===== src/rtl/cfgs_pkg.sv =====
package cfgs_pkg;
  typedef enum logic {
    MODE_SERIAL = 1'b0,
    MODE_BYTE   = 1'b1
  } stream_mode_e;
endpackage


===== src/rtl/cfgs_rom.sv =====
module cfgs_rom #(
  parameter int AW = 6,
  parameter int DW = 8
) (
  input  logic          clk,
  input  logic          we,
  input  logic [AW-1:0] waddr,
  input  logic [DW-1:0] wdata,
  input  logic [AW-1:0] raddr,
  output logic [DW-1:0] rdata
);
  localparam int DEPTH = 1 << AW;

  logic [DW-1:0] mem [DEPTH];

  // single write port, registered read: block RAM friendly
  always_ff @(posedge clk) begin
    if (we) mem[waddr] <= wdata;
    rdata <= mem[raddr];
  end
endmodule


===== src/rtl/cfgs_rev_sel.sv =====
module cfgs_rev_sel
  import cfgs_pkg::*;
#(
  parameter int REV_W = 2
) (
  input  logic             clk,
  input  logic             rst,
  input  logic             out_en,
  input  logic             ext_sel,
  input  logic [REV_W-1:0] pins,
  input  logic             reg_we,
  input  logic [REV_W-1:0] reg_d,
  input  stream_mode_e     mode_in,
  output logic [REV_W-1:0] rev_nxt,
  output logic [REV_W-1:0] rev_q,
  output stream_mode_e     mode_q
);
  logic [REV_W-1:0] ireg_q;
  logic [REV_W-1:0] sel;
  logic             capture;
  stream_mode_e     mode_nxt;

  always_ff @(posedge clk) begin
    if (rst)         ireg_q <= '0;
    else if (reg_we) ireg_q <= reg_d;
  end

  assign sel      = ext_sel ? pins : ireg_q;
  assign capture  = rst | ~out_en;
  assign rev_nxt  = capture ? sel : rev_q;
  assign mode_nxt = capture ? mode_in : mode_q;

  always_ff @(posedge clk) begin
    rev_q  <= rev_nxt;
    mode_q <= mode_nxt;
  end

  // selection frozen for the duration of a stream
  p_rev_frozen_r8: assert property (@(posedge clk) disable iff (rst)
    out_en |=> ($stable(rev_q) && $stable(mode_q)));
endmodule


===== src/rtl/cfgs_addr_ctl.sv =====
module cfgs_addr_ctl #(
  parameter int REV_W = 2,
  parameter int OFS_W = 4,
  parameter int BIT_W = 3
) (
  input  logic                   clk,
  input  logic                   rst,
  input  logic                   out_en,
  input  logic                   active,
  input  logic                   wide,
  input  logic                   busy,
  input  logic [REV_W-1:0]       rev_nxt,
  output logic [REV_W+OFS_W-1:0] addr_nxt,
  output logic [REV_W+OFS_W-1:0] addr_q,
  output logic [BIT_W-1:0]       bit_q,
  output logic                   drive_q,
  output logic                   casc_q
);
  logic [BIT_W-1:0] bit_nxt;
  logic             drive_nxt, casc_nxt;
  logic             hold, adv, byte_done, last;
  logic [OFS_W-1:0] ofs;

  assign ofs       = addr_q[OFS_W-1:0];
  assign hold      = rst | ~out_en;
  assign adv       = drive_q & active & ~casc_q & ~(wide & busy);
  assign byte_done = wide | (bit_q == '1);
  assign last      = (ofs == '1);

  always_comb begin
    addr_nxt  = addr_q;
    bit_nxt   = bit_q;
    drive_nxt = drive_q;
    casc_nxt  = casc_q;
    if (hold) begin
      addr_nxt  = {rev_nxt, {OFS_W{1'b0}}};
      bit_nxt   = '0;
      drive_nxt = 1'b0;
      casc_nxt  = 1'b0;
    end else begin
      drive_nxt = active;
      if (adv) begin
        if (byte_done) begin
          bit_nxt  = '0;
          addr_nxt = {addr_q[REV_W+OFS_W-1:OFS_W],
                      last ? {OFS_W{1'b0}} : OFS_W'(ofs + 1'b1)};
          casc_nxt = last;
        end else begin
          bit_nxt = BIT_W'(bit_q + 1'b1);
        end
      end
    end
  end

  always_ff @(posedge clk) begin
    addr_q  <= addr_nxt;
    bit_q   <= bit_nxt;
    drive_q <= drive_nxt;
    casc_q  <= casc_nxt;
  end

  // a busy stall in byte form freezes the read position
  p_busy_hold_r4: assert property (@(posedge clk) disable iff (rst)
    (out_en && wide && busy) |=> ($stable(addr_q) && $stable(bit_q)));
  // the cascade hand-off happens exactly at the region wrap
  p_casc_at_wrap_r5: assert property (@(posedge clk) disable iff (rst)
    $rose(casc_q) |-> (addr_q[OFS_W-1:0] == '0));
  // output enable low clears drive and cascade
  p_reset_clear_r6: assert property (@(posedge clk) disable iff (rst)
    !out_en |=> (!casc_q && !drive_q && bit_q == '0));
endmodule


===== src/rtl/cfg_streamer.sv =====
module cfg_streamer
  import cfgs_pkg::*;
#(
  parameter int DATA_W       = 8,
  parameter int REV_W        = 2,
  parameter int REGION_DEPTH = 16,
  parameter int AW           = REV_W + $clog2(REGION_DEPTH)
) (
  input  logic              clk,
  input  logic              rst,
  input  logic              chip_en,
  input  logic              out_en,
  input  logic              cfg_req,
  input  logic              busy,
  input  logic              byte_mode,
  input  logic              rev_ext_sel,
  input  logic [REV_W-1:0]  rev_pins,
  input  logic              rev_reg_we,
  input  logic [REV_W-1:0]  rev_reg_d,
  input  logic              rom_we,
  input  logic [AW-1:0]     rom_waddr,
  input  logic [DATA_W-1:0] rom_wdata,
  output logic [DATA_W-1:0] dout,
  output logic              cascade_en
);
  localparam int OFS_W = $clog2(REGION_DEPTH);
  localparam int BIT_W = $clog2(DATA_W);

  logic               active;
  logic [REV_W-1:0]   rev_nxt, rev_q;
  stream_mode_e       mode_q, mode_in;
  logic [AW-1:0]      addr_nxt, addr_q;
  logic [BIT_W-1:0]   bit_q;
  logic               drive_q, casc_q;
  logic [DATA_W-1:0]  rom_q, shifted;

  assign active  = chip_en & out_en & cfg_req;
  assign mode_in = byte_mode ? MODE_BYTE : MODE_SERIAL;

  cfgs_rev_sel #(.REV_W(REV_W)) u_rev (
    .clk(clk), .rst(rst), .out_en(out_en), .ext_sel(rev_ext_sel),
    .pins(rev_pins), .reg_we(rev_reg_we), .reg_d(rev_reg_d),
    .mode_in(mode_in), .rev_nxt(rev_nxt), .rev_q(rev_q), .mode_q(mode_q)
  );

  cfgs_addr_ctl #(.REV_W(REV_W), .OFS_W(OFS_W), .BIT_W(BIT_W)) u_addr (
    .clk(clk), .rst(rst), .out_en(out_en), .active(active),
    .wide(mode_q == MODE_BYTE), .busy(busy), .rev_nxt(rev_nxt),
    .addr_nxt(addr_nxt), .addr_q(addr_q), .bit_q(bit_q),
    .drive_q(drive_q), .casc_q(casc_q)
  );

  // read address is the next position, so rom_q always matches addr_q
  cfgs_rom #(.AW(AW), .DW(DATA_W)) u_rom (
    .clk(clk), .we(rom_we), .waddr(rom_waddr), .wdata(rom_wdata),
    .raddr(addr_nxt), .rdata(rom_q)
  );

  assign shifted = rom_q << bit_q;

  always_comb begin
    dout = '0;
    if (drive_q && !casc_q) begin
      if (mode_q == MODE_BYTE) dout = rom_q;
      else                     dout[0] = shifted[DATA_W-1];
    end
  end
  assign cascade_en = casc_q;

  // quiet unless all enables were high at the previous edge
  p_quiet_r1: assert property (@(posedge clk) disable iff (rst)
    !$past(chip_en && out_en && cfg_req) |-> (dout == '0));
  // serial form uses the lowest line only
  p_serial_line_r2: assert property (@(posedge clk) disable iff (rst)
    (mode_q == MODE_SERIAL) |-> (dout[DATA_W-1:1] == '0));
  // an exhausted device stays off the data lines
  p_casc_quiet_r5: assert property (@(posedge clk) disable iff (rst)
    cascade_en |-> (dout == '0));
  // the captured revision selects the region being read
  p_region_r8: assert property (@(posedge clk) disable iff (rst)
    out_en |=> (addr_q[AW-1:OFS_W] == rev_q));
endmodule


===== config.mk =====
export PLATFORM = sky130hd
export DESIGN_NAME = cfg_streamer
export DESIGN_NICKNAME = d
export VERILOG_FILES = /design/src/rtl/cfgs_pkg.sv /design/src/rtl/cfgs_rom.sv /design/src/rtl/cfgs_rev_sel.sv /design/src/rtl/cfgs_addr_ctl.sv /design/src/rtl/cfg_streamer.sv
export SDC_FILE = /design/constraint.sdc
export NUM_CORES = 1
export LEC_CHECK = 0
export BUFFER_PORTS_ARGS = -buffer_cell sky130_fd_sc_hd__buf_4
export CAP_MARGIN = 20
export CORE_ASPECT_RATIO = 2
export CORE_UTILIZATION = 26
export DETAILED_ROUTE_END_ITERATION = 8
export MAX_ROUTING_LAYER = met4
export SLEW_MARGIN = 20
export SYNTH_ARGS = -nofsm -noshare
export SYNTH_HDL_FRONTEND = slang
export SYNTH_SLANG_ARGS = --single-unit

===== constraint.sdc =====
create_clock -name clk -period 2.8 [get_ports clk]
set_clock_uncertainty 0.05 [all_clocks]
set_input_delay 0.28 -clock clk [delete_from_list [all_inputs] [get_ports clk]]
set_output_delay 0.28 -clock clk [all_outputs]
set_load 0.1 [all_outputs]

==> impl_metrics.tcl, run 1 <==
set metrics [dict create \
    coreArea_um2 98510 \
    die_x_um 224.7 \
    leakage_nw 10.77 \
    fin_crit_sh_pct 110.9 \
    rr_startpoint "u_addr.casc_q" \
    design_area_um2 32890 \
    hp-class "input port to register" \
    rows 163 \
    ios 37 \
    syn_area_um2 25780 \
    cp.required_ns 3.23 \
    cp_max_fo 8 \
    yosys_register_bits 534 \
    crit_arrival_ns 3.54 \
    path_clk_slew_ns 0.07 \
    min_period_ns 3.104 \
    drt_wl_total_mm 98.96 \
    numClockSinks 534 \
    cellPowerDensity_nw_per_um2 505.4 \
    first_global_vias 20810 \
    async_flop_share_pct 0 \
    drt_iter0_markers 1907 \
    r2r-end "u_rom.rdata[3]" \
    ys.flop_type "edfxtp_1" \
    routedWlPerCell_um 26.48 \
    syn2layout_area_growth_pct 27.57 \
    critical_path_class "register to register" \
    synth_edf_count 513 \
    slew_headroom_pct 36.34 \
    finalSetupViolations 8 \
    syn_nets 2140 \
    min_from "rom_wdata[3]" \
    via_count 20860 \
    crit_path_end_kind "register" \
    critPathLaunchType "register" \
    dr.pass1.iters 6 \
    r2r_setup_slack_ns -0.30 \
    syn_avg_cell_area_um2 12.22 \
    yosysWarnings 0 \
    drive_above_1_share_pct 27.20 \
    htreeDepth 2 \
    start_util_pct 26.17 \
    gp_congestion 0.9782 \
    antenna_found_initial 4 \
    final_common_cell "edfxtp_1" \
    dieArea_um2 100500 \
    drc 0 \
    hold_depth 1 \
    via_per_inst 5.581 \
    cts.path.max_buffers 3 \
    tightest_slew_ns 0.9550 \
    fin_nets 2408 \
    final_hold_viol_count 0 \
    dpl.hpwl_mm 65.59 \
    placed_area_um2 29770 \
    status "finished with violations" \
    grt_first_pass_wirelength_mm 140.2 \
    fp.dieH_um 447.3 \
    fin_ws_ns -0.3043 \
    peakVddDrop_mv 0.3945 \
    layout_common_cells "edfxtp_1 (513), buf_4 (341), nand2_1 (179)" \
    ant_nets 0 \
    yosysSeqAreaShare_pct 61.39 \
    whs_endpoint "u_rom.mem[60][3]" \
    drv_slew 0 \
    post-route-util_pct 33.38 \
    grt.total_usage_pct 19.78 \
    grt_overflow 0 \
    port_buffers 36 \
    syn_inst 2109 \
    clkLatencyLatePin_ns 0.62 \
    fmax_mhz 322.1 \
    reg2reg_depth 13 \
    synth_cell_types 84 \
    cts-root-buf "clkbuf_16" \
    max_cap_violations 0 \
    cts_tree "built" \
    rsz0062_at_grt "true" \
    violations "negative setup slack" \
    grt_max_degree 94 \
    cts_buffers 45 \
]
==> synth_stat cells (32+ instances only) <==
cell / instances / area (um^2)
o211ai_1: 39 / 292.8
a32o_1: 37 / 370.4
o21ai_0: 113 / 565.5
mux2i_1: 69 / 690.7
clkbuf_1: 99 / 371.6
a21oi_1: 109 / 545.5
a22o_1: 32 / 280.3
a22oi_1: 41 / 307.8
a211oi_1: 78 / 585.6
o22ai_1: 40 / 250.2
nand4_1: 39 / 244.0
edfxtp_1: 513 / 15400
nor2_1: 103 / 386.6
nor3_1: 35 / 175.2
buf_2: 57 / 285.3
nand3_1: 60 / 300.3
nand2_1: 182 / 683.2
==> sequential cells by signal, summed over array words and instances, names as in the netlist <==
signal,flops
u_rev.mode_q,1
u_addr.addr_q,6
u_addr.drive_q,1
u_addr.casc_q,1
u_addr.bit_q,3
u_rom.mem,512
u_rom.rdata,8
u_rev.ireg_q,2
==> worst max path at each step <==
| stage | start | end | cells after the start | slack, ns |
|---|---|---|---|---|
| finish | u_addr.casc_q | u_rom.rdata[3] | 13 | -0.30 |
| global route | u_addr.casc_q | u_rom.rdata[7] | 13 | -0.36 |
| CTS | u_addr.casc_q | u_rom.rdata[1] | 14 | -0.24 |
| detailed placement | u_addr.bit_q[1] | u_rom.rdata[3] | 13 | -0.73 |
| global placement | u_addr.bit_q[0] | u_rom.rdata[0] | 13 | -0.72 |
| floorplan | u_addr.casc_q | u_rom.rdata[3] | 10 | 0.09 |
==> metal layers <==
layer	global-route usage (%)	wire length (um)	part of all wire (%)
met1	18.11	31380	32
met2	36.45	53100	54
met3	2.745	5418	5.5
met4	15.51	9058	9.2
met5	-	0	0
==> repair_timing <==
| action | in CTS | in global routing |
|---|---|---|
| setup buffers | 27 | 9 |
| hold buffers | 7 | 0 |
| endpoints found under the setup margin | 8 | 8 |
| hold endpoints to repair | 4 | 0 |
| pin swaps | 44 | 40 |
| cloned | 5 | 4 |
| resized for setup | 162 | 63 |
==> worst max-delay path, stage by stage (launching register included) <==
cell	delay, ns
dfxtp_4	0.36
buf_6	0.11
and4b_2	0.31
buf_6	0.14
and4_4	0.24
mux2i_4	0.28
inv_2	0.11
buf_12	0.16
buf_12	0.15
buf_12	0.15
a221oi_1	0.25
a311oi_1	0.15
o311ai_4	0.38
o32ai_1	0.13
==> power by group <==
part	internal, mW	switching, mW	total, mW
Clock	3.64	3.05	6.70
Sequential	8.82	0.0862	8.90
Combinational	0.350	0.668	1.02
Total	12.8	3.81	16.6
==> cells by family after synthesis <==
logic type                 Yosys count  synth area share [%]
DFF                                534                 61.39
xor gates and xnor gates             1               0.03398
muxes                               90                 3.752
buffers and inverters              228                 4.388
and+or+nand+nor                    512                 9.625
adders and majority gates            3                0.1456
AOI/OAI and AO/OA                  741                 20.67
==> metrics by stage <==
stage	setup TNS [ns]	hold slack (ns)	power [mW]	worst slack (ns)	std cells
2_1_floorplan	0	0.3289	9.397	0.08640	2109
3_3_place_gp	-4.467	0.4296	9.989	-0.7184	3605
3_5_place_dp	-4.560	0.4468	9.995	-0.7333	3605
4_1_cts	-1.512	0.1585	16.64	-0.2438	3720
5_1_grt	-2.518	0.1607	16.99	-0.3556	3735
6_report	-2.194	0.1454	16.62	-0.3043	3737
==> cell type report <==
type	instances	area [um^2]
antenna	5	12.51
fill	9630	65620
sequential	534	15840
multi-input combinational	1347	9692
clock buffer	51	1190
tap	1320	1652
clock inverter	31	340.3
inverter	21	86.33
timing repair buffer	428	4078
No activity file was read; power rests on OpenSTA's default activity.
==> run 2, diff against run 1 <==
CTS_BUF_LIST = sky130_fd_sc_hd__clkbuf_2 sky130_fd_sc_hd__clkbuf_4 sky130_fd_sc_hd__clkbuf_8   (was not set)
clock period = 3.7 ns   (was 2.8 ns; I/O delays follow)
==> run 2 against run 1 <==
First-iteration DRC count increased by 9.9%. Critical path depth decreased by 2. The run ends with design-rule violations left. Critical path type unchanged. Non-clock buffer count decreased by 220. Count of clock-buffer cells in the layout increased by 41.
==> impl_metrics.tcl, run 2 (same netlist as run 1, synthesis figures left out) <==
set metrics [dict create \
    leakage_nw 9.298 \
    gr-max-usage-layer "met2" \
    p_switching_mw 2.862 \
    regMostFlops "u_rom.mem" \
    crit_path_end_kind "register" \
    post_cts_buffers 0 \
    rows 163 \
    rsz0062_at_grt "false" \
    max_cap_violations 0 \
    slew_headroom_pct 25.44 \
    finalSetupViolations 0 \
    status "finished with violations" \
    drt_wl_total_mm 91.36 \
    design_area_um2 29750 \
    drive_above_1_share_pct 16.51 \
    cp.required_ns 4.22 \
    holdWs_ns 0.1670 \
    hp-class "input port to register" \
    gp_congestion 0.9923 \
    via_count 20010 \
    placed_area_um2 28160 \
    first_global_vias 19510 \
    hold_depth 3 \
    cts_buffers 72 \
    ios 37 \
    r2r-end "u_rom.rdata[4]" \
    fin_nets 2215 \
    seqPwrFrac_pct 55.7 \
    grt.total_usage_pct 18.45 \
    path_clk_slew_ns 0.08 \
    final_hold_viol_count 0 \
    comb_power_share_pct 5.4 \
    layout_common_cells "edfxtp_1 (513), nand2_1 (181), buf_4 (180)" \
    drv_slew 0 \
    dieArea_um2 100500 \
    coreArea_um2 98510 \
    p_clk_share_pct 38.9 \
    dp_slack_ns -0.1122 \
    largest_register_ffs 512 \
    nFillCells 9912 \
    r2r_setup_slack_ns 0.05 \
    min_from "rst" \
    intPower_mw 9.199 \
    numClockSinks 534 \
    regArea_um2 15830 \
    syn2layout_area_growth_pct 15.40 \
    antenna_found_initial 3 \
    min_period_ns 3.650 \
    crit_arrival_ns 4.17 \
    fin_tns_setup_ns 0 \
    clkLatencyLatePin_ns 0.74 \
    grt_use_met1_pct 18.16 \
    grt_overflow 0 \
    swShare_pct 23.73 \
    routedWlPerCell_um 25.67 \
    fp.dieH_um 447.3 \
    drt_iter0_markers 2095 \
    rr_startpoint "u_addr.bit_q[0]" \
    use_met2_pct 32.59 \
    violations "design-rule violations" \
    via_per_inst 5.623 \
    peakVddDrop_mv 0.2165 \
    power.total_mw 12.06 \
    ant_nets 0 \
    fin_ws_ns 0.05030 \
    htreeDepth 3 \
    dr.pass1.iters 9 \
    cellPowerDensity_nw_per_um2 405.4 \
    cts.path.max_buffers 3 \
    cts-root-buf "clkbuf_8" \
    grt_first_pass_wirelength_mm 131.9 \
    whs_endpoint "u_rev.ireg_q[1]" \
    use_met3_pct 2.738 \
    multi_input_area_um2 8905 \
    start_util_pct 26.17 \
    reg2reg_depth 11 \
    grt_max_degree 89 \
    drc 12 \
    tightest_slew_ns 1.114 \
    fin_crit_sh_pct 98.64 \
    biggestRegsByFlops "u_rom.mem (512), u_rom.rdata (8), u_addr.addr_q (6)" \
    critPathLaunchType "register" \
    port_buffers 36 \
    fmax_mhz 274.0 \
    die_x_um 224.7 \
    dpl.hpwl_mm 59.31 \
    final_common_cell "edfxtp_1" \
    critical_path_class "register to register" \
    cts_tree "built" \
    cp_max_fo 33 \
]
==> run 2: power by group through the flow <==
stage | clock network, mW | registers, mW | logic, mW
final | 4.69 | 6.72 | 0.655
after floorplan | 0 | 6.82 | 0.286
after detailed placement | 0 | 6.85 | 0.632
after CTS | 4.76 | 6.71 | 0.642
after global placement | 0 | 6.85 | 0.628
after global routing | 4.97 | 6.71 | 0.682
==> run 2: per-layer routing <==
| layer | share of wire, % | up-vias |
|---|---|---|
| met3 | 6.2 | 298 |
| met4 | 8.2 | 0 |
| li1 | - | 8649 |
| met5 | 0 | - |
| met2 | 52 | 1085 |
| met1 | 33 | 9979 |
==> run 2: how the worst max path moves through the flow <==
stage | from | to | slack (ns) | cells past startpoint
global placement | u_addr.bit_q[0] | u_rom.rdata[4] | -0.21 | 12
floorplan | u_addr.bit_q[0] | dout[0] | 0.23 | 5
finish | u_addr.bit_q[0] | u_rom.rdata[4] | 0.05 | 11
global route | u_addr.bit_q[0] | u_rom.rdata[4] | 0.03 | 12
detailed placement | u_addr.bit_q[0] | u_rom.rdata[0] | -0.11 | 12
CTS | u_addr.bit_q[0] | u_rom.rdata[4] | 0.01 | 12
==> run 2: repair_timing <==
action,4_1_cts,5_1_grt
endpoints found under the setup margin,1,2
resized for setup,1,5
hold endpoints to repair,6,0
hold buffers,9,0
==> run 2: critical path, stage by stage, from the launching register on <==
cell and delay [ns]:
dfxtp_1 0.34, ha_1 0.16, ha_1 0.16, or2_0 0.30, and4_4 0.31, mux2i_4 0.27
buf_4 0.41, buf_4 0.33, a2111oi_0 0.11, nor3_1 0.69, o311a_1 0.31, nor3_2 0.05
==> run 2: through the flow <==
stage | std cells | utilization [%]
floorplan | 2109 | -
global placement | 3421 | 28.58
detailed placement | 3421 | 28.59
CTS | 3555 | 30.16
global route | 3558 | 30.20
finish | 3559 | 30.20
==> run 2: layout make-up <==
cell class / instances / area share, %
sequential: 534 / 53.21
multi-input combinational: 1347 / 29.93
timing repair buffer: 208 / 6.124
tap: 1320 / 5.552
clock buffer: 92 / 3.836
clock inverter: 33 / 1.043
inverter: 21 / 0.2650
antenna: 4 / 0.03365
